**src/rtl/txe_pkg.sv**
```systemverilog
package txe_pkg;
  typedef enum logic [1:0] {ST_IDLE, ST_RD, ST_WR} seq_st_e;

  typedef struct packed {
    logic src_p1;   // source is the pointer-1 side
    logic io_win;   // pointer-1 side goes through the I/O window
    logic io_odd;   // force window address bit 0
    logic inc_p0;
    logic inc_p1;
    logic last;     // final byte of a fixed-length job
    logic burst;    // length taken from the count register
  } step_ctl_t;

  localparam logic [3:0] M_PAIR_LO = 4'h6;
  localparam logic [3:0] M_PAIR_HI = 4'h9;
endpackage

```
**src/rtl/txe_step_decode.sv**
```systemverilog
module txe_step_decode
  import txe_pkg::*;
(
  input  logic [3:0] mode_i,
  input  logic       step_i,
  output step_ctl_t  ctl_o
);
  always_comb begin
    ctl_o        = '0;
    ctl_o.src_p1 = mode_i[0];
    unique case (mode_i)
      4'h0, 4'h1: begin
        ctl_o.io_win = 1'b1;
        ctl_o.last   = 1'b1;
      end
      4'h2, 4'h3: begin
        ctl_o.io_win = 1'b1;
        ctl_o.inc_p0 = 1'b1;
        ctl_o.last   = 1'b1;
      end
      4'h4, 4'h5: begin
        ctl_o.io_win = 1'b1;
        ctl_o.io_odd = step_i;
        ctl_o.inc_p0 = 1'b1;
        ctl_o.last   = step_i;
      end
      4'h6, 4'h7, 4'h8, 4'h9: begin
        // inbound byte first, outbound byte second
        ctl_o.io_win = 1'b1;
        ctl_o.src_p1 = ~step_i;
        ctl_o.io_odd = step_i & mode_i[3];
        ctl_o.inc_p0 = ~step_i | ~mode_i[0];
        ctl_o.last   = step_i;
      end
      4'hA, 4'hB: ctl_o.last = 1'b1;
      4'hC, 4'hD: begin
        ctl_o.inc_p0 = 1'b1;
        ctl_o.inc_p1 = 1'b1;
        ctl_o.last   = step_i;
      end
      default: begin
        ctl_o.inc_p0 = 1'b1;
        ctl_o.inc_p1 = 1'b1;
        ctl_o.burst  = 1'b1;
      end
    endcase
  end
endmodule

```
**src/rtl/txe_trig_sel.sv**
```systemverilog
module txe_trig_sel #(
  parameter int NUM_TRIG = 12,
  parameter int SEL_W    = 4
) (
  input  logic [NUM_TRIG-1:0] trig_i,
  input  logic [SEL_W-1:0]    sel_i,
  input  logic                sw_start_i,
  output logic                start_o
);
  logic hw_hit;

  always_comb begin
    hw_hit = 1'b0;
    for (int i = 0; i < NUM_TRIG; i++)
      if (sel_i == SEL_W'(i)) hw_hit = trig_i[i];
  end

  assign start_o = sw_start_i | hw_hit;
endmodule

```
**src/rtl/txe_bus_seq.sv**
```systemverilog
module txe_bus_seq
  import txe_pkg::*;
#(
  parameter int ADDR_W = 16,
  parameter int DATA_W = 8
) (
  input  logic              clk_i,
  input  logic              rst_ni,
  input  logic              start_i,
  input  logic              empty_job_i,
  input  logic              last_i,
  input  logic [ADDR_W-1:0] src_addr_i,
  input  logic [ADDR_W-1:0] dst_addr_i,
  input  logic              ready_i,
  input  logic [DATA_W-1:0] rdata_i,
  output logic [ADDR_W-1:0] addr_o,
  output logic              rd_o,
  output logic              wr_o,
  output logic [DATA_W-1:0] wdata_o,
  output logic              step_o,
  output logic              step_done_o,
  output logic              busy_o,
  output logic              done_o
);
  seq_st_e           st_q;
  logic [DATA_W-1:0] data_q;
  logic              step_q;
  logic              done_q;

  always_ff @(posedge clk_i or negedge rst_ni) begin
    if (!rst_ni) begin
      st_q   <= ST_IDLE;
      data_q <= '0;
      step_q <= 1'b0;
      done_q <= 1'b0;
    end else begin
      done_q <= 1'b0;
      unique case (st_q)
        ST_IDLE: if (start_i) begin
          step_q <= 1'b0;
          if (empty_job_i) done_q <= 1'b1;
          else             st_q   <= ST_RD;
        end
        ST_RD: if (ready_i) begin
          data_q <= rdata_i;
          st_q   <= ST_WR;
        end
        ST_WR: if (ready_i) begin
          if (last_i) begin
            st_q   <= ST_IDLE;
            done_q <= 1'b1;
          end else begin
            st_q   <= ST_RD;
            step_q <= ~step_q;
          end
        end
        default: st_q <= ST_IDLE;
      endcase
    end
  end

  assign rd_o        = (st_q == ST_RD);
  assign wr_o        = (st_q == ST_WR);
  assign addr_o      = wr_o ? dst_addr_i : src_addr_i;
  assign wdata_o     = data_q;
  assign step_o      = step_q;
  assign step_done_o = wr_o & ready_i;
  assign busy_o      = (st_q != ST_IDLE);
  assign done_o      = done_q;

  p_rd_wr_excl_r3: assert property (@(posedge clk_i) disable iff (!rst_ni)
    !(rd_o && wr_o));
  p_hold_rd_r3: assert property (@(posedge clk_i) disable iff (!rst_ni)
    rd_o && !ready_i |=> rd_o && $stable(addr_o));
  p_hold_wr_r3: assert property (@(posedge clk_i) disable iff (!rst_ni)
    wr_o && !ready_i |=> wr_o && $stable(addr_o) && $stable(wdata_o));
  p_rd_then_wr_r3: assert property (@(posedge clk_i) disable iff (!rst_ni)
    rd_o && ready_i |=> wr_o);
  p_done_pulse_r9: assert property (@(posedge clk_i) disable iff (!rst_ni)
    done_o |=> !done_o);
  p_done_idle_r9: assert property (@(posedge clk_i) disable iff (!rst_ni)
    done_o |-> !busy_o);
endmodule

```
**src/rtl/trig_xfer_engine.sv**
```systemverilog
module trig_xfer_engine
  import txe_pkg::*;
#(
  parameter int ADDR_W   = 16,
  parameter int DATA_W   = 8,
  parameter int CNT_W    = 8,
  parameter int IO_LO_W  = 8,
  parameter int NUM_TRIG = 12,
  parameter int SEL_W    = 4,
  parameter logic [ADDR_W-IO_LO_W-1:0] IO_BASE_HI = '1
) (
  input  logic                clk_i,
  input  logic                rst_ni,
  input  logic                cfg_we_i,
  input  logic [3:0]          cfg_mode_i,
  input  logic [ADDR_W-1:0]   cfg_ptr0_i,
  input  logic [ADDR_W-1:0]   cfg_ptr1_i,
  input  logic [CNT_W-1:0]    cfg_count_i,
  input  logic [SEL_W-1:0]    cfg_sel_i,
  input  logic [NUM_TRIG-1:0] trig_i,
  input  logic                sw_start_i,
  output logic [ADDR_W-1:0]   bus_addr_o,
  output logic                bus_rd_o,
  output logic                bus_wr_o,
  output logic [DATA_W-1:0]   bus_wdata_o,
  input  logic [DATA_W-1:0]   bus_rdata_i,
  input  logic                bus_ready_i,
  output logic [ADDR_W-1:0]   ptr0_o,
  output logic [ADDR_W-1:0]   ptr1_o,
  output logic [CNT_W-1:0]    count_o,
  output logic                busy_o,
  output logic                done_o
);
  logic [3:0]        mode_q;
  logic [ADDR_W-1:0] ptr0_q, ptr1_q;
  logic [CNT_W-1:0]  count_q;
  logic [SEL_W-1:0]  sel_q;

  step_ctl_t         ctl;
  logic              step, step_done, busy, start_req, last, empty_job;
  logic [ADDR_W-1:0] p1_addr, src_addr, dst_addr;

  txe_trig_sel #(.NUM_TRIG(NUM_TRIG), .SEL_W(SEL_W)) u_trig (
    .trig_i     (trig_i),
    .sel_i      (sel_q),
    .sw_start_i (sw_start_i),
    .start_o    (start_req)
  );

  txe_step_decode u_dec (
    .mode_i (mode_q),
    .step_i (step),
    .ctl_o  (ctl)
  );

  assign p1_addr   = ctl.io_win
                   ? {IO_BASE_HI, ptr1_q[IO_LO_W-1:1], ptr1_q[0] | ctl.io_odd}
                   : ptr1_q;
  assign src_addr  = ctl.src_p1 ? p1_addr : ptr0_q;
  assign dst_addr  = ctl.src_p1 ? ptr0_q  : p1_addr;
  assign last      = ctl.burst ? (count_q == CNT_W'(1)) : ctl.last;
  assign empty_job = ctl.burst && (count_q == '0);

  txe_bus_seq #(.ADDR_W(ADDR_W), .DATA_W(DATA_W)) u_seq (
    .clk_i       (clk_i),
    .rst_ni      (rst_ni),
    .start_i     (start_req),
    .empty_job_i (empty_job),
    .last_i      (last),
    .src_addr_i  (src_addr),
    .dst_addr_i  (dst_addr),
    .ready_i     (bus_ready_i),
    .rdata_i     (bus_rdata_i),
    .addr_o      (bus_addr_o),
    .rd_o        (bus_rd_o),
    .wr_o        (bus_wr_o),
    .wdata_o     (bus_wdata_o),
    .step_o      (step),
    .step_done_o (step_done),
    .busy_o      (busy),
    .done_o      (done_o)
  );

  always_ff @(posedge clk_i or negedge rst_ni) begin
    if (!rst_ni) begin
      mode_q  <= '0;
      ptr0_q  <= '0;
      ptr1_q  <= '0;
      count_q <= '0;
      sel_q   <= '1;
    end else if (cfg_we_i && !busy) begin
      mode_q  <= cfg_mode_i;
      ptr0_q  <= cfg_ptr0_i;
      ptr1_q  <= cfg_ptr1_i;
      count_q <= cfg_count_i;
      sel_q   <= cfg_sel_i;
    end else if (step_done) begin
      if (ctl.inc_p0) ptr0_q  <= ptr0_q + 1'b1;
      if (ctl.inc_p1) ptr1_q  <= ptr1_q + 1'b1;
      if (ctl.burst)  count_q <= count_q - 1'b1;
    end
  end

  assign ptr0_o  = ptr0_q;
  assign ptr1_o  = ptr1_q;
  assign count_o = count_q;
  assign busy_o  = busy;

  p_cfg_locked_r10: assert property (@(posedge clk_i) disable iff (!rst_ni)
    busy && !step_done |=> $stable(ptr0_q) && $stable(ptr1_q) && $stable(mode_q));
  p_burst_dec_r8: assert property (@(posedge clk_i) disable iff (!rst_ni)
    step_done && ctl.burst |=> count_q == $past(count_q) - 1'b1);
  p_io_window_r4: assert property (@(posedge clk_i) disable iff (!rst_ni)
    bus_rd_o && mode_q < 4'hA && mode_q[0] && !(mode_q >= M_PAIR_LO && mode_q <= M_PAIR_HI && step)
    |-> bus_addr_o[ADDR_W-1:IO_LO_W] == IO_BASE_HI);
endmodule

```
**config.mk**
```make
export PLATFORM = sky130hd
export DESIGN_NAME = trig_xfer_engine
export DESIGN_NICKNAME = d
export VERILOG_FILES = /design/src/rtl/txe_pkg.sv /design/src/rtl/txe_step_decode.sv /design/src/rtl/txe_trig_sel.sv /design/src/rtl/txe_bus_seq.sv /design/src/rtl/trig_xfer_engine.sv
export SDC_FILE = /design/constraint.sdc
export NUM_CORES = 1
export LEC_CHECK = 0
export ABC_CLOCK_PERIOD_IN_PS = 3900
export BUFFER_PORTS_ARGS = -buffer_cell sky130_fd_sc_hd__buf_2
export CORE_UTILIZATION = 42
export CTS_BUF_LIST = sky130_fd_sc_hd__clkbuf_4 sky130_fd_sc_hd__clkbuf_8 sky130_fd_sc_hd__clkbuf_16
export DETAILED_ROUTE_END_ITERATION = 8
export MAX_ROUTING_LAYER = met4
export PLACE_DENSITY_LB_ADDON = 0.3
export SETUP_SLACK_MARGIN = 0.1
export SYNTH_ARGS = -nofsm -noshare
export SYNTH_HDL_FRONTEND = slang
export SYNTH_HIERARCHICAL = 1
export SYNTH_SLANG_ARGS = --single-unit
```
**constraint.sdc**
```tcl
create_clock -name clk_i -period 3.9 [get_ports clk_i]
set_clock_uncertainty 0.2 [all_clocks]
set_input_delay 0.195 -clock clk_i [delete_from_list [all_inputs] [get_ports clk_i]]
set_output_delay 0.195 -clock clk_i [all_outputs]
set_load 0.05 [all_outputs]
```
==> impl_metrics.yaml <==
final_layout:
  area.growth.synth_to_final_pct: 38.5
  final_layout_size_suffix_gt1_share_pct: 33.1
  fillCellCount: 859
  design.final.nets: 726
  antenna-diode-count: 0
global_route:
  grt_usage_pct: 23.9
  grt_max_degree: 67
  wire_length_of_the_first_global_routing_pass_um: 18100
  globalRouteOverflowTotal: 0
  grt_pass1_vias: 3763
  grt_antenna_before_repair: 0
hold_path:
  worst_hold_path_type: "primary input to flop"
  hold_sp: "cfg_we_i"
clock_tree:
  worstSkewPairLatency_ns: 0.34
  clk_pin_slew_ns: 0.08
  postCtsSetupRepairBufs: 0
  cts.path.max_buffers: 2
  cts-buffers-inserted: 9
  cts_htree_levels: 3
  tritoncts_num_sinks: 60
  clk_root_buffer_cell: "sky130_fd_sc_hd__clkbuf_8"
  cts_tree: "yes"
drt:
  detail_route.wirelength_um: 11600
  drt_pass_1_iters: 4
  routed_via_density: 5.22
  wire_length_per_cell_um: 14.8
  detail-route-antenna-nets: 0
  detailroute.via_count: 4081
  drc_errors: 0
  drt_iter0_drc: 208
critical_path:
  worstSetupPathDepth: 6
  setup.reg_to_reg.worst_slack_ns: 1.14
  timing.reg2reg.worst_path_depth: 6
  crit_buf_inv: 2
  worst_setup_path_startpoint: "mode_q[1]"
  critPathRequiredTime_ns: 3.50
  worstReg2RegStart: "u_seq/st_q[1]"
  worst_setup_path_start_kind: "flop"
  worst_ep_arrival_time_ns: 2.98
  timing.critical_path.to: "bus_addr_o[1]"
  critical-path-max-stage-delay_ns: 0.66
  cp_common_cell: "sky130_fd_sc_hd__mux2_2"
  crit_slowest_cell: "sky130_fd_sc_hd__o311ai_4"
  cp_top_family: "compound AO/OA/AOI/OAI gates"
  path_max_fanout: 18
  cp-end-kind: "primary output"
  endpoint_of_the_worst_slack_reg_to_reg_timing_path: "ptr1_o[14]"
  criticalPathCategory: "flop to primary output"
  crit_chain: "nand2b_1 > o311ai_4 > buf_4 > mux2_2 > mux2_2 > buf_2"
synthesis:
  synth_compound_gate_area_share_pct: 12.7
  synth_area_leaders: "sky130_fd_sc_hd__dfrtp_1, sky130_fd_sc_hd__mux2_2, sky130_fd_sc_hd__nand2_1"
  synth-seq-area-share_pct: 37.3
  ys_dominant_reg_cell: "sky130_fd_sc_hd__dfrtp_1"
  postSynthAreaPerCell_um2: 8.73
  yosys_warnings: 6
  synthMuxAreaShare_pct: 12.8
  synth-edff-count: 0
  synth_top_family_by_area: "simple AND/OR/NAND/NOR gates"
  async_flop_share_pct: 100
  post_synth_inst_count: 462
  synth_area_leader_cell: "sky130_fd_sc_hd__dfrtp_1"
  synth.cell_area_um2: 4040
  ys_ff_latch: 60
  synth_xor_xnor_area_share_pct: 6.73
  yosys.area.top_type_share_pct: 34.7
  synth_fa_ha_area_share_pct: 1.55
  syn-num-nets: 540
  post_synth_and_or_nand_nor_area_fraction_pct: 23.0
  synth.distinct_cells: 59
die:
  core_um2: 9280
  fp.dieH_um: 100
  num_io_pins: 141
  die_x_um: 100
  fp.dieArea_um2: 10000
  initial_standard_cell_utilization_of_the_core_pct: 43.5
  num_rows: 35
sta:
  finalCritPeriodShare_pct: 86.4
  grt_setup_unrepaired: "no"
  tns_ns: 0
  timing_worst_slew_pin_value_ns: 1.05
  report.final.slew_viol_count: 0
  max_slew_margin_pct: 30.0
  achievable-frequency_mhz: 297
  setup_violations: 0
  finalHoldViolCount: 0
  final_period_minus_worst_setup_slack_ns: 3.37
placed_design:
  port_buffers: 140
  half_perimeter_wire_length_after_detailed_placement_um: 8040
  gp_congestion: 0.834
status:
  outcome: "completed"
flow_run:
  drv_cap: 0
## through the flow
stage	hold WS [ns]	utilization [%]	setup WS [ns]	area, um2	std cells
finish	0.0194	60.2	0.529	5590	782
global route	0.0416	60.2	0.401	5590	782
CTS	0.0204	60.0	0.266	5570	781
detailed placement	0.185	51.7	0.656	4800	707
global placement	0.178	51.7	0.780	4800	707
floorplan	-0.301	-	1.28	4040	462
## registers in the layout (all words and copies together) (netlist names)
name / count
count_o: 8
mode_q: 4
ptr0_o: 16
ptr1_o: 16
sel_q: 4
u_seq/done_o: 1
u_seq/st_q: 2
u_seq/step_o: 1
u_seq/wdata_o: 8
## worst reg2reg max path, stage by stage (launching register included)
cell                      delay, ns
sky130_fd_sc_hd__dfrtp_1       0.44
sky130_fd_sc_hd__inv_1         0.09
sky130_fd_sc_hd__nor3_1        0.52
sky130_fd_sc_hd__nand4_2       0.31
sky130_fd_sc_hd__nor4_1        0.55
sky130_fd_sc_hd__or3b_1        0.39
sky130_fd_sc_hd__a31oi_1       0.18
## synthesized netlist by cell type (3+ instances only)
| master | instances |
|---|---|
| sky130_fd_sc_hd__ha_1 | 5 |
| sky130_fd_sc_hd__dfstp_2 | 4 |
| sky130_fd_sc_hd__mux2_4 | 7 |
| sky130_fd_sc_hd__or4_1 | 3 |
| sky130_fd_sc_hd__nor2_1 | 19 |
| sky130_fd_sc_hd__o21ai_0 | 56 |
| sky130_fd_sc_hd__nand2_1 | 79 |
| sky130_fd_sc_hd__buf_1 | 4 |
| sky130_fd_sc_hd__a31oi_1 | 5 |
| sky130_fd_sc_hd__nor2b_1 | 4 |
| sky130_fd_sc_hd__nand3_1 | 13 |
| sky130_fd_sc_hd__nand4_1 | 6 |
| sky130_fd_sc_hd__a21oi_1 | 17 |
| sky130_fd_sc_hd__mux2_2 | 27 |
| sky130_fd_sc_hd__inv_1 | 20 |
| sky130_fd_sc_hd__xor2_1 | 3 |
| sky130_fd_sc_hd__dfrtp_1 | 56 |
| sky130_fd_sc_hd__nor3_1 | 19 |
| sky130_fd_sc_hd__xnor2_1 | 28 |
| sky130_fd_sc_hd__buf_4 | 4 |
| sky130_fd_sc_hd__nor4_1 | 9 |
| sky130_fd_sc_hd__mux2i_1 | 6 |
| sky130_fd_sc_hd__clkbuf_1 | 18 |
| sky130_fd_sc_hd__nand3b_1 | 4 |
## worst min-delay path by stage
stage                             to  cells after the start
floorplan                 count_o[0]                      0
CTS                         sel_q[0]                      4
detailed placement  u_seq/wdata_o[0]                      1
global placement    u_seq/wdata_o[0]                      1
global route                sel_q[3]                      4
finish                      sel_q[1]                      4
## routing by layer
| layer | vias to the layer above | global-route usage [%] | part of all wire [%] |
|---|---|---|---|
| met5 | - | - | 0 |
| met4 | 0 | 9.81 | 2.6 |
| met3 | 25 | 3.69 | 6.0 |
| met2 | 145 | 38.4 | 47 |
| met1 | 1925 | 30.3 | 44 |
| li1 | 1986 | - | - |
## placed cells by master (no fill, tap or decap), drive strengths merged, types with 3 or more instances in the layout
cell | netlist | layout
nor4 | 9 | 9
ha | 5 | 5
nor2b | 5 | 5
clkbuf | 18 | 11
xnor2 | 28 | 28
a21oi | 17 | 17
a31oi | 5 | 5
mux2 | 34 | 34
dfrtp | 56 | 56
dlygate4sd3 | 0 | 58
nor3 | 19 | 19
mux2i | 6 | 6
dfstp | 4 | 4
nor3b | 4 | 4
or4 | 3 | 3
nand3 | 14 | 14
clkinv | 0 | 3
or2 | 3 | 3
xor2 | 3 | 3
nand4 | 8 | 8
nand2 | 80 | 80
nand3b | 4 | 4
buf | 12 | 146
o21ai | 59 | 59
nor2 | 19 | 19
inv | 20 | 20
## cell type report
| cell class | instances | area, um2 | area share, % |
|---|---|---|---|
| timing repair buffer | 204 | 1330 | 23.7 |
| clock inverter | 5 | 52.6 | 0.940 |
| inverter | 20 | 75.1 | 1.34 |
| multi-input combinational | 353 | 2330 | 41.6 |
| clock buffer | 11 | 139 | 2.49 |
| sequential | 60 | 1510 | 27.0 |
| tap | 129 | 161 | 2.89 |
## kinds of logic after synthesis
logic type,count (synthesis)
and+or+nand+nor,182
xor gates and xnor gates,31
muxes,42
buffers and inverters,50
adders and majority gates,5
AOI/OAI and AO/OA,92
DFF,60
## repair_timing
action / 4_1_cts / 5_1_grt
endpoints found under the hold margin: 96 / 0
setup endpoints to repair: 0 / 1
resized for setup: 0 / 0
hold buffers: 58 / 0
Power is left out: the tool's default activity adds up to more than one toggle a clock period on the data nets, which glitch-free logic cannot reach.
